`src/rtl/lhm_pkg.sv`:
```
`timescale 1ns/1ps
package lhm_pkg;

  localparam int CTR_W = 2;
  typedef logic [CTR_W-1:0] ctr_t;

  localparam ctr_t CTR_TOP = '1;
  localparam ctr_t CTR_BOT = '0;

  // one training step of a saturating confidence counter
  function automatic ctr_t ctr_step(ctr_t cur, logic was_hit);
    ctr_t nxt;
    if (was_hit) nxt = (cur == CTR_TOP) ? cur : ctr_t'(cur + ctr_t'(1));
    else         nxt = (cur == CTR_BOT) ? cur : ctr_t'(cur - ctr_t'(1));
    return nxt;
  endfunction

  // upper half of the counter range means "expect a hit"
  function automatic logic ctr_predicts_hit(ctr_t cur);
    return cur[CTR_W-1];
  endfunction

endpackage

```
`src/rtl/lhm_predictor.sv`:
```
`timescale 1ns/1ps
module lhm_predictor
  import lhm_pkg::*;
#(
  parameter int IDX_W    = 4,
  parameter int CTR_INIT = 2
)(
  input  logic             clk,
  input  logic             rst_n,
  input  logic [IDX_W-1:0] rd_idx,
  output logic             rd_hit,
  input  logic             upd_en,
  input  logic [IDX_W-1:0] upd_idx,
  input  logic             upd_hit
);

  localparam int ENTRIES = 1 << IDX_W;
  localparam int TBL_W   = ENTRIES * CTR_W;

  logic [TBL_W-1:0] tbl_flat;
  ctr_t             rd_ctr;

  for (genvar e = 0; e < ENTRIES; e++) begin : g_ent
    ctr_t ctr_q;
    ctr_t ctr_d;
    logic ctr_en;

    always_comb begin
      ctr_en = upd_en && (upd_idx == IDX_W'(e));
      ctr_d  = ctr_step(ctr_q, upd_hit);
    end

    always_ff @(posedge clk or negedge rst_n) begin
      if (!rst_n)      ctr_q <= ctr_t'(CTR_INIT);
      else if (ctr_en) ctr_q <= ctr_d;
    end

    assign tbl_flat[e*CTR_W +: CTR_W] = ctr_q;
  end

  always_comb begin
    rd_ctr = tbl_flat[int'(rd_idx)*CTR_W +: CTR_W];
    rd_hit = ctr_predicts_hit(rd_ctr);
  end

endmodule

```
`src/rtl/lhm_track_pipe.sv`:
```
`timescale 1ns/1ps
module lhm_track_pipe #(
  parameter int DEPTH = 2,
  parameter int W     = 8
)(
  input  logic         clk,
  input  logic         rst_n,
  input  logic         in_vld,
  input  logic [W-1:0] in_data,
  output logic         tail_vld,
  output logic [W-1:0] tail_data
);

  logic [DEPTH-1:0]        vld_q, vld_d;
  logic [DEPTH-1:0][W-1:0] dat_q, dat_d;

  always_comb begin
    vld_d    = {vld_q[DEPTH-2:0], in_vld};
    dat_d[0] = in_data;
    for (int s = 1; s < DEPTH; s++) dat_d[s] = dat_q[s-1];
  end

  always_ff @(posedge clk or negedge rst_n) begin
    if (!rst_n) begin
      vld_q <= '0;
      dat_q <= '0;
    end else begin
      vld_q <= vld_d;
      for (int s = 0; s < DEPTH; s++) begin
        if (vld_d[s]) dat_q[s] <= dat_d[s];
      end
    end
  end

  assign tail_vld  = vld_q[DEPTH-1];
  assign tail_data = dat_q[DEPTH-1];

endmodule

```
`src/rtl/lhm_squash_gen.sv`:
```
`timescale 1ns/1ps
module lhm_squash_gen #(
  parameter int PULSE_CYC = 2
)(
  input  logic clk,
  input  logic rst_n,
  input  logic trig,
  output logic squash
);

  localparam int CNT_W = $clog2(PULSE_CYC + 1);

  logic [CNT_W-1:0] cnt_q, cnt_d;

  always_comb begin
    if (trig)              cnt_d = CNT_W'(PULSE_CYC);
    else if (cnt_q != '0)  cnt_d = cnt_q - CNT_W'(1);
    else                   cnt_d = cnt_q;
  end

  always_ff @(posedge clk or negedge rst_n) begin
    if (!rst_n) cnt_q <= '0;
    else        cnt_q <= cnt_d;
  end

  assign squash = (cnt_q != '0);

endmodule

```
`src/rtl/lhm_spec_ctrl.sv`:
```
`timescale 1ns/1ps
module lhm_spec_ctrl
  import lhm_pkg::*;
#(
  parameter int PC_W       = 16,
  parameter int TAG_W      = 6,
  parameter int IDX_W      = 4,
  parameter int HIT_LAT    = 3,
  parameter int SQUASH_CYC = 2,
  parameter int CTR_INIT   = 2
)(
  input  logic             clk,
  input  logic             rst_n,
  input  logic             ld_vld,
  input  logic [PC_W-1:0]  ld_pc,
  input  logic [TAG_W-1:0] ld_tag,
  input  logic             resp_hit,
  output logic             spec_wake_vld,
  output logic [TAG_W-1:0] spec_wake_tag,
  output logic             late_wake_vld,
  output logic [TAG_W-1:0] late_wake_tag,
  output logic             squash
);

  localparam int TRK_DEPTH = HIT_LAT - 1;
  localparam int N_SLICE   = (PC_W + IDX_W - 1) / IDX_W;
  localparam int PAD_W     = N_SLICE * IDX_W;
  localparam int TRK_W     = IDX_W + TAG_W + 1;

  typedef struct packed {
    logic [IDX_W-1:0] idx;
    logic [TAG_W-1:0] tag;
    logic             pred_hit;
  } trk_t;

  // index hashing: fold the PC into IDX_W bits
  logic [PAD_W-1:0] pc_pad;
  logic [IDX_W-1:0] ld_idx;

  always_comb begin
    pc_pad = PAD_W'(ld_pc);
    ld_idx = '0;
    for (int c = 0; c < N_SLICE; c++) ld_idx = ld_idx ^ pc_pad[c*IDX_W +: IDX_W];
  end

  // predictor lookup and training
  logic pred_now;
  logic tail_vld;
  logic [TRK_W-1:0] tail_data;
  trk_t in_rec, tail_rec;

  assign tail_rec = trk_t'(tail_data);

  lhm_predictor #(
    .IDX_W    (IDX_W),
    .CTR_INIT (CTR_INIT)
  ) u_pred (
    .clk     (clk),
    .rst_n   (rst_n),
    .rd_idx  (ld_idx),
    .rd_hit  (pred_now),
    .upd_en  (tail_vld),
    .upd_idx (tail_rec.idx),
    .upd_hit (resp_hit)
  );

  // outcome tracking
  always_comb begin
    in_rec.idx      = ld_idx;
    in_rec.tag      = ld_tag;
    in_rec.pred_hit = pred_now;
  end

  lhm_track_pipe #(
    .DEPTH (TRK_DEPTH),
    .W     (TRK_W)
  ) u_trk (
    .clk       (clk),
    .rst_n     (rst_n),
    .in_vld    (ld_vld),
    .in_data   (in_rec),
    .tail_vld  (tail_vld),
    .tail_data (tail_data)
  );

  // wakeup next-state
  logic             spec_vld_d, spec_vld_q;
  logic [TAG_W-1:0] spec_tag_q;
  logic             late_vld_d, late_vld_q;
  logic [TAG_W-1:0] late_tag_q;
  logic             mispredict_hit;

  always_comb begin
    spec_vld_d     = ld_vld && pred_now;
    late_vld_d     = tail_vld && !tail_rec.pred_hit && resp_hit;
    mispredict_hit = tail_vld && tail_rec.pred_hit && !resp_hit;
  end

  // wakeup registers
  always_ff @(posedge clk or negedge rst_n) begin
    if (!rst_n) begin
      spec_vld_q <= 1'b0;
      spec_tag_q <= '0;
      late_vld_q <= 1'b0;
      late_tag_q <= '0;
    end else begin
      spec_vld_q <= spec_vld_d;
      late_vld_q <= late_vld_d;
      if (spec_vld_d) spec_tag_q <= ld_tag;
      if (late_vld_d) late_tag_q <= tail_rec.tag;
    end
  end

  lhm_squash_gen #(
    .PULSE_CYC (SQUASH_CYC)
  ) u_sq (
    .clk    (clk),
    .rst_n  (rst_n),
    .trig   (mispredict_hit),
    .squash (squash)
  );

  assign spec_wake_vld = spec_vld_q;
  assign spec_wake_tag = spec_tag_q;
  assign late_wake_vld = late_vld_q;
  assign late_wake_tag = late_tag_q;

endmodule

```
`config.mk`:
```
export PLATFORM = sky130hd
export DESIGN_NAME = lhm_spec_ctrl
export DESIGN_NICKNAME = d
export VERILOG_FILES = /design/src/rtl/lhm_pkg.sv /design/src/rtl/lhm_predictor.sv /design/src/rtl/lhm_track_pipe.sv /design/src/rtl/lhm_squash_gen.sv /design/src/rtl/lhm_spec_ctrl.sv
export SDC_FILE = /design/constraint.sdc
export NUM_CORES = 1
export LEC_CHECK = 0
export BUFFER_PORTS_ARGS = -buffer_cell sky130_fd_sc_hd__buf_4
export CORE_ASPECT_RATIO = 1.25
export CORE_MARGIN = 2
export CORE_UTILIZATION = 58
export CTS_BUF_LIST = sky130_fd_sc_hd__clkbuf_4 sky130_fd_sc_hd__clkbuf_8 sky130_fd_sc_hd__clkbuf_16
export CTS_CLUSTER_SIZE = 40
export DETAILED_ROUTE_END_ITERATION = 8
export PLACE_DENSITY = 0.85
export SYNTH_ARGS = -nofsm -noshare
export SYNTH_HDL_FRONTEND = slang
export SYNTH_SLANG_ARGS = --single-unit
export TNS_END_PERCENT = 1
```
`constraint.sdc`:
```
create_clock -name clk -period 2.1 [get_ports clk]
set_input_delay 0.42 -clock clk [delete_from_list [all_inputs] [get_ports clk]]
set_output_delay 0.42 -clock clk [all_outputs]
set_load 0.01 [all_outputs]
```
Word level (Yosys, flattened, before mapping)
Cells that the tools add are included.
Widths: inputs -> output; s select.
{ "classes": {"n_addsub": 33, "multipliers": 0, "div_mod_pow": 0, "order_cmp": 0, "n_eq_ne": 63, "n_shift": 1, "n_mux": 50, "bitwise": 3, "n_reduce_logical": 58} }
{ "ops": {"columns": ["operator", "n"], "rows": [
  ["$mux 2", 50],
  ["$ne 2x2->1 const B", 32],
  ["$reduce_and 3->1", 16],
  ["$sub 2x1->2 const B", 17],
  ["$add 2x1->2 const B", 16],
  ["$eq 2x2->1 const B", 16],
  ["$eq 4x4->1 const B", 8],
  ["$logic_not 2->1", 16],
  ["$shiftx 32x6->2", 1],
  ["$logic_and 1x1->1", 21],
  ["$eq 4x3->1 const B", 4],
  ["$xor 4x4->4", 3],
  ["$eq 4x2->1 const B", 2],
  ["$eq 4x1->1 const B", 1],
  ["$logic_not 4->1", 1],
  ["$reduce_bool 2->1", 2],
  ["$logic_not 1->1", 2]
]} }
{ "totals": {"register_bits": 72, "latchBits": 0, "ram_bits": 0, "mem_bits_ro": 0, "input_bits": 26, "out_inout_bits": 15, "word_cells": 232, "memories": 0} }

Longest topological paths before layout
Gate-level depths: netlist (run 1).
{ "logic_depth": {"ltp_word": 5, "depth_mapped": 6} }

By module
From an unflattened synthesis (run 1), not the netlist that was laid out.
{ "hier_totals": {"cells_unflattened": 316, "hier_area_um2": 3761.1} }
{ "by_module_without_submodules": {"columns": ["mod", "n_inst", "cells_each", "area_per_inst_um2", "seq_area_each_um2"], "rows": [
  ["lhm_predictor", 1, 213, 2075.7, 820.8],
  ["lhm_track_pipe", 1, 48, 945.9, 600.6],
  ["lhm_spec_ctrl", 1, 44, 631.9, 350.3],
  ["lhm_squash_gen", 1, 11, 107.6, 50.0]
]} }

Least setup slack after synthesis (run 1)
No wires, ideal clock.
{ "synth_timing": {"kind": "input to register", "start": "in ld_pc[14]", "end": "reg spec_tag_q[0] (netlist: spec_wake_tag[0])", "setup_ps": 125, "t_arrival_ps": 2059, "slack_ps": -84, "cell_stages": 6, "path_buffers": 0, "path_cell_list": "xnor2_1 > xnor2_1 > mux4_1 > nand3b_1 > nand4_4 > mux2_2"} }
{ "synth_via": {"elab_chain_len": 3} }
{ "synth_rtl": {"columns": ["item", "line", "rtl"], "rows": [
  ["start: declaration", "lhm_spec_ctrl.sv:15", "input logic [PC_W-1:0] ld_pc,"],
  ["$xor 4x4->4", "lhm_spec_ctrl.sv:43", "for (int c = 0; c < N_SLICE; c++) ld_idx = ld_idx ^ pc_pad[c*IDX_W +: IDX_W];"],
  ["$shiftx 32x6->2", "lhm_predictor.sv:42", "rd_ctr = tbl_flat[int'(rd_idx)*CTR_W +: CTR_W];"],
  ["$logic_and 1x1->1", "lhm_spec_ctrl.sv:94", "spec_vld_d = ld_vld && pred_now;"],
  ["named net spec_vld_d", "lhm_spec_ctrl.sv:87", "logic spec_vld_d, spec_vld_q;"],
  ["end signal: assignment", "lhm_spec_ctrl.sv:109", "if (spec_vld_d) spec_tag_q <= ld_tag;"],
  ["end: declaration", "lhm_spec_ctrl.sv:88", "logic [TAG_W-1:0] spec_tag_q;"]
]} }
The timed path passes the listed nets, and every way through them passes these cells.
A chain may end at the register's enable or synchronous reset.

Final worst setup path (run 1)
{ "layout_timing": {"start": "in ld_pc[4]", "end": "reg spec_tag_q[0] (netlist: spec_wake_tag[0])"} }
{ "layout_via": {"elab_chain_len": 5} }
{ "layout_rtl": {"columns": ["item", "line"], "rows": [
  ["$xor 4x4->4 (3 in series)", "lhm_spec_ctrl.sv:43"],
  ["$shiftx 32x6->2", "lhm_predictor.sv:42"],
  ["$logic_and 1x1->1", "lhm_spec_ctrl.sv:94"],
  ["named net spec_vld_d", "lhm_spec_ctrl.sv:87"]
]} }
The timed path passes the listed nets, and every way through them passes these cells.

==> results of run 1 <==
## cells in the mapped netlist (all sizes together)
cell | n | area share (%)
a211oi | 3 | 0.66
o31ai | 2 | 0.44
a21oi | 36 | 5.3
mux2 | 23 | 7.6
or3b | 1 | 0.26
clkbuf | 7 | 0.77
nand4 | 1 | 0.62
dfstp | 16 | 12
nand3 | 4 | 0.59
or2 | 1 | 0.18
inv | 8 | 0.88
and3 | 2 | 0.37
xor2 | 1 | 0.26
o21ai | 36 | 5.3
ha | 1 | 0.37
mux4 | 4 | 3.1
a21o | 1 | 0.26
and2 | 1 | 0.18
o211ai | 3 | 0.66
nand3b | 12 | 2.6
o41ai | 2 | 0.51
nor2 | 36 | 4.0
dfrtp | 56 | 41
mux2i | 1 | 0.29
nor3 | 2 | 0.29
nand2b | 2 | 0.37
nor3b | 4 | 0.88
nor2b | 2 | 0.37
nand2 | 40 | 4.4
or3 | 8 | 1.5
xnor2 | 12 | 3.1
a31oi | 3 | 0.55
## flip-flops by register name, indices dropped and copies added (netlist names)
signal,flops
u_trk.vld_q,2
spec_wake_tag,6
u_trk.dat_d,11
late_wake_tag,6
u_pred.g_ent.ctr_q,32
u_sq.cnt_q,2
u_trk.tail_data,11
spec_wake_vld,1
late_wake_vld,1
## worst register-to-register path, delay by kind of cell (launching register included)
family           cells  cell delay (ps)
AND/OR/NAND/NOR      3              920
flip-flops           1              480
AO/OA/AOI/OAI        2              170
## routing by layer
| metal | up-vias | global-route usage, % |
|---|---|---|
| met3 | 17 | 6.73 |
| li1 | 1278 | - |
| met1 | 1312 | 28.9 |
| met5 | - | 0 |
| met4 | 0 | 9.26 |
| met2 | 69 | 44.2 |
## layout make-up
type	count	area share (%)
clock buffers	10	3.36
flip-flops and latches	72	44.4
repair buffers	47	8.97
inverters	8	0.732
clock inverters	6	2.23
multi-input cells	244	38.3
well taps	66	2.01
## worst paths after layout
check / to / slack, ps / cells past startpoint
hold / removal: u_trk.dat_d[15]$_DFFE_PN0P_ / 310 / 2
min in group asynchronous: u_trk.dat_d[17]$_DFFE_PN0P_ / 490 / 2
setup / recovery: spec_wake_tag[0]$_DFFE_PN0P_ / 170 / 7
setup reg to reg: u_pred.g_ent[0].ctr_q[0]$_DFFE_PN0P_ / 410 / 5
hold reg to reg: late_wake_tag[1]$_DFFE_PN0P_ / 470 / 2
max in group asynchronous: u_pred.g_ent[8].ctr_q[1]$_DFFE_PN1P_ / 990 / 3
## timing repair
action	in CTS	in global routing
hold buffers	1	0
endpoints found under the setup margin	0	0
setup buffers	0	0
endpoints found under the hold margin	14	0
## power by group through the flow
stage	Combinational, mW	Clock (mW)	Sequential [mW]
finish	1.02	1.24	1.92
CTS	1.03	1.25	1.92
detailed placement	1.02	0	1.94
floorplan	0.566	0	1.92
global placement	0.971	0	1.92
global route	1.13	1.33	1.96
## cell families (layout without fill, tap and decap cells)
group / count (synthesis) / in the layout / share of synthesized area, %
xor gates and xnor gates: 13 / 13 / 3.34
adders and majority gates: 1 / 1 / 0.367
DFF: 72 / 72 / 53.4
and+or+nand+nor: 116 / 116 / 16.6
AOI/OAI and AO/OA: 86 / 86 / 13.7
muxes: 28 / 28 / 11.0
buffers and inverters: 15 / 71 / 1.65
==> reports/metrics.yaml, run 1 <==
power_mw: 4.18
fin_crit_sh_pct: 91.9
switching_share_pct: 30.3
drc: 0
power.internal_mw: 2.91
fillers: 409
max_stage_delay_ps: 580
wire_per_inst_um: 16.5
wl_met3_um: 288
clkTransAtPathRegs_ps: 80
syn_nets: 358
wl_um: 7460
met2_length_um: 4030
initialDrtViolationCount: 300
die_w_um: 72.6
htreeDepth: 3
slew_headroom_pct: 63.4
tightestPinTransition_ps: 549
portBuffers: 40
clk_path_buf_depth: 2
pwr-share-comb_pct: 24.3
clockPowerShare_pct: 29.8
layout-drive-gt1-share_pct: 28.4
dieArea_sq_um: 6510
pre_cts_ws_ps: -184
yosysSeqAreaShare_pct: 53.4
placed_cell_area_sq_um: 3860
power_frac_seq_pct: 45.9
wl_met1_um: 2950
numCtsBuffers: 9
crit_fanout: 8
period_minus_slack_ps: 1930
yosys_warnings: 0
grt.overflow.total: 0
stdcell_area_sq_um: 4100
startpoint_type: "primary input"
p_leak_nw: 1.72
synth.distinct_cells: 32
dp_hpwl_um: 5380
grt_pass1_vias: 2716
area_delta_synth_final_pct: 20.3
rsz0062_at_grt: "false"
ant_nets: 0
ios: 41
cts-root-buf: "clkbuf_8"
finalHoldViolations: 0
cp-startpoint: "ld_pc[4]"
critPathSlowestCell: "mux4_1"
routabilityCongestion: 0.809
hold_class: "primary input to register"
die_h_um: 89.7
timing_worst_setup_path_type: "primary input to register"
post_synth.cell_area_avg_sq_um: 10.3
crit_chain: "buf_4 > xnor2_1 > xnor2_2 > mux4_1 > nand3b_1 > nand4_4 > mux2_2"
arrival_ps: 2160
ir_worst_vdd_v: 0.000645
clock_skew_ps: 7.86
grt_max_degree: 32
finalNonFillerCells: 453
r2r-start: "u_trk.vld_q[1]$_DFF_PN0_"
fin_setup_tns_ps: 0
core_area_sq_um: 5740
num_vias: 2676
synthCells: 331
core.rowCount: 31
drtPass1Iterations: 4
p_sw_mw: 1.27
viasPerCell: 5.91
crit_family: "multiplexers"
post_cts_resized: 0
hp-start: "ld_tag[3]"
cap_violations: 0
synth-seq-cells: 72
clk_latency_ps: 340
status: "completed"
timing.fmax_mhz: 518
placedCellCount: 436
grt_pass1_wl_um: 12500
nNetsFinal: 409
grt_usage_pct: 25.2
clock_sinks: 72
holdWs_ps: 315
worstPathRequired_ps: 2330
power-per-cell-area_nw_per_um2: 1020
antenna_found_initial: 0
slew_violations: 0
cts_tree: "built"
mostFrequentLayoutCells: "56 x dfrtp_1, 45 x buf_4, 40 x nand2_1"
fin_ws_ps: 169
highest_layer: "met4"
register_area_sq_um: 1820
multi_input_area_sq_um: 1570
synth_area_sq_um: 3410
insertedDiodeCount: 0
final_common_cell: "dfrtp_1"
finalSetupViolations: 0
start_util_pct: 59.4
critPathBufInv: 1
endpoint_kind: "register"
post-route-util_pct: 71.4
No activity file was read; power rests on OpenSTA's default activity.
==> inputs of run 2 (changes only) <==
CORE_ASPECT_RATIO = not set   (was 1.25)
==> run 2 against run 1 <==
Cell count is 0.88% higher. Wire length is 3.2% lower. Largest power group unchanged. Global-route usage decreased by 0.40 points. Highest routed layer unchanged.
==> reports/metrics.yaml, run 2 (synthesis gave the netlist of run 1 again) <==
status: "completed"
ant_nets: 0
rsz0062_at_grt: "false"
mostFrequentLayoutCells: "56 x dfrtp_1, 43 x buf_4, 40 x nand2_1"
cpMostUsedCell: "xnor2_2"
area_delta_synth_final_pct: 18.8
viasPerCell: 5.86
clock_skew_ps: 8.33
post_cts_resized: 0
dp_hpwl_um: 5070
portBuffers: 40
finalSetupViolations: 0
grt_max_degree: 43
largest_register_ffs: 32
initialDrtViolationCount: 278
routabilityCongestion: 0.770
fin_crit_sh_pct: 92.8
period_minus_slack_ps: 1950
endpoint_kind: "register"
grt.overflow.total: 0
clk_path_buf_depth: 2
final_common_cell: "dfrtp_1"
cts-root-buf: "clkbuf_8"
startpoint_type: "primary input"
hold_class: "primary input to register"
max_flop_register: "u_pred.g_ent.ctr_q"
grt_pass1_vias: 2518
htreeDepth: 3
num_vias: 2677
numCtsBuffers: 9
power_mw: 3.95
clk_latency_ps: 350
timing_worst_setup_path_type: "primary input to register"
cp-startpoint: "ld_pc[10]"
crit_fanout: 8
arrival_ps: 2190
die_w_um: 80.7
critPathSlowestCell: "mux4_1"
r2r-start: "u_trk.tail_data[8]$_DFFE_PN0P_"
wl_um: 7220
core.rowCount: 27
clkTransAtPathRegs_ps: 80
slew_violations: 0
placed_cell_area_sq_um: 3850
antenna_found_initial: 0
slew_headroom_pct: 66.0
power-per-cell-area_nw_per_um2: 976
dieArea_sq_um: 6510
start_util_pct: 60.8
ios: 41
clock_sinks: 72
hp-start: "ld_vld"
grt_usage_pct: 24.8
timing.fmax_mhz: 513
max_stage_delay_ps: 580
ir_worst_vdd_v: 0.000715
multi_input_area_sq_um: 1570
die_h_um: 80.7
tightestPinTransition_ps: 510
crit_chain: "buf_4 > xnor2_2 > xnor2_2 > mux4_1 > nand3b_1 > nand4_4 > mux2_2"
p_leak_nw: 1.70
insertedDiodeCount: 0
worstPathRequired_ps: 2340
drtPass1Iterations: 5
cts_tree: "built"
cap_violations: 0
wire_per_inst_um: 15.8
layout-drive-gt1-share_pct: 28.1
stdcell_area_sq_um: 4050
fin_setup_tns_ps: 0
drc: 0
crit_family: "multiplexers"
cts_setup_buffers: 0
post-route-util_pct: 72.2
critPathBufInv: 1
holdWs_ps: 300
nNetsFinal: 407
register_area_sq_um: 1820
grt_pass1_wl_um: 12000
core_area_sq_um: 5610
fillers: 397
finalHoldViolations: 0
## run 2: area by class of cell
| cell class | count | area share [%] |
|---|---|---|
| tap | 72 | 2.22 |
| clock buffer | 9 | 3.06 |
| clock inverter | 7 | 1.51 |
| timing repair buffer | 45 | 8.71 |
| sequential | 72 | 45.0 |
| multi-input combinational | 244 | 38.8 |
| inverter | 8 | 0.742 |
## run 2: per-layer routing
metal	vias to the layer above	share of wire, %	global-route usage (%)	wire length, um
met1	1285	43	34.0	3110
met3	15	6.1	4.72	438
met5	-	0	0	0
met4	0	1.9	12.4	140
met2	101	49	38.0	3530
li1	1276	-	-	-
## run 2: worst paths after layout
kind,endpoint,slack [ps],cells after the start
worst min register to register,late_wake_tag[4]$_DFFE_PN0P_,470,2
worst max register to register,u_pred.g_ent[0].ctr_q[0]$_DFFE_PN0P_,380,5
worst min-delay path,u_trk.vld_q[0]$_DFF_PN0_,300,1
max in group asynchronous,u_pred.g_ent[10].ctr_q[1]$_DFFE_PN1P_,950,3
min in group asynchronous,u_sq.cnt_q[0]$_DFFE_PN0P_,540,2
worst max-delay path,spec_wake_tag[5]$_DFFE_PN0P_,150,7
## run 2: what timing repair did
action,CTS,global route
hold endpoints to repair,5,0
hold buffers,1,0
endpoints found under the setup margin,0,0
## run 2: power by group
group	internal (mW)	switching (mW)
clock	0.450	0.566
sequential	1.67	0.247
combinational	0.531	0.485
total	2.65	1.30
## run 2: per-stage QoR
step                      setup slack [ps]  std cells
final                                  151        457
after CTS                              151        457
after floorplan                       5.40        331
after detailed placement              -235        440
after global placement                -154        440
after global routing                  72.7        457
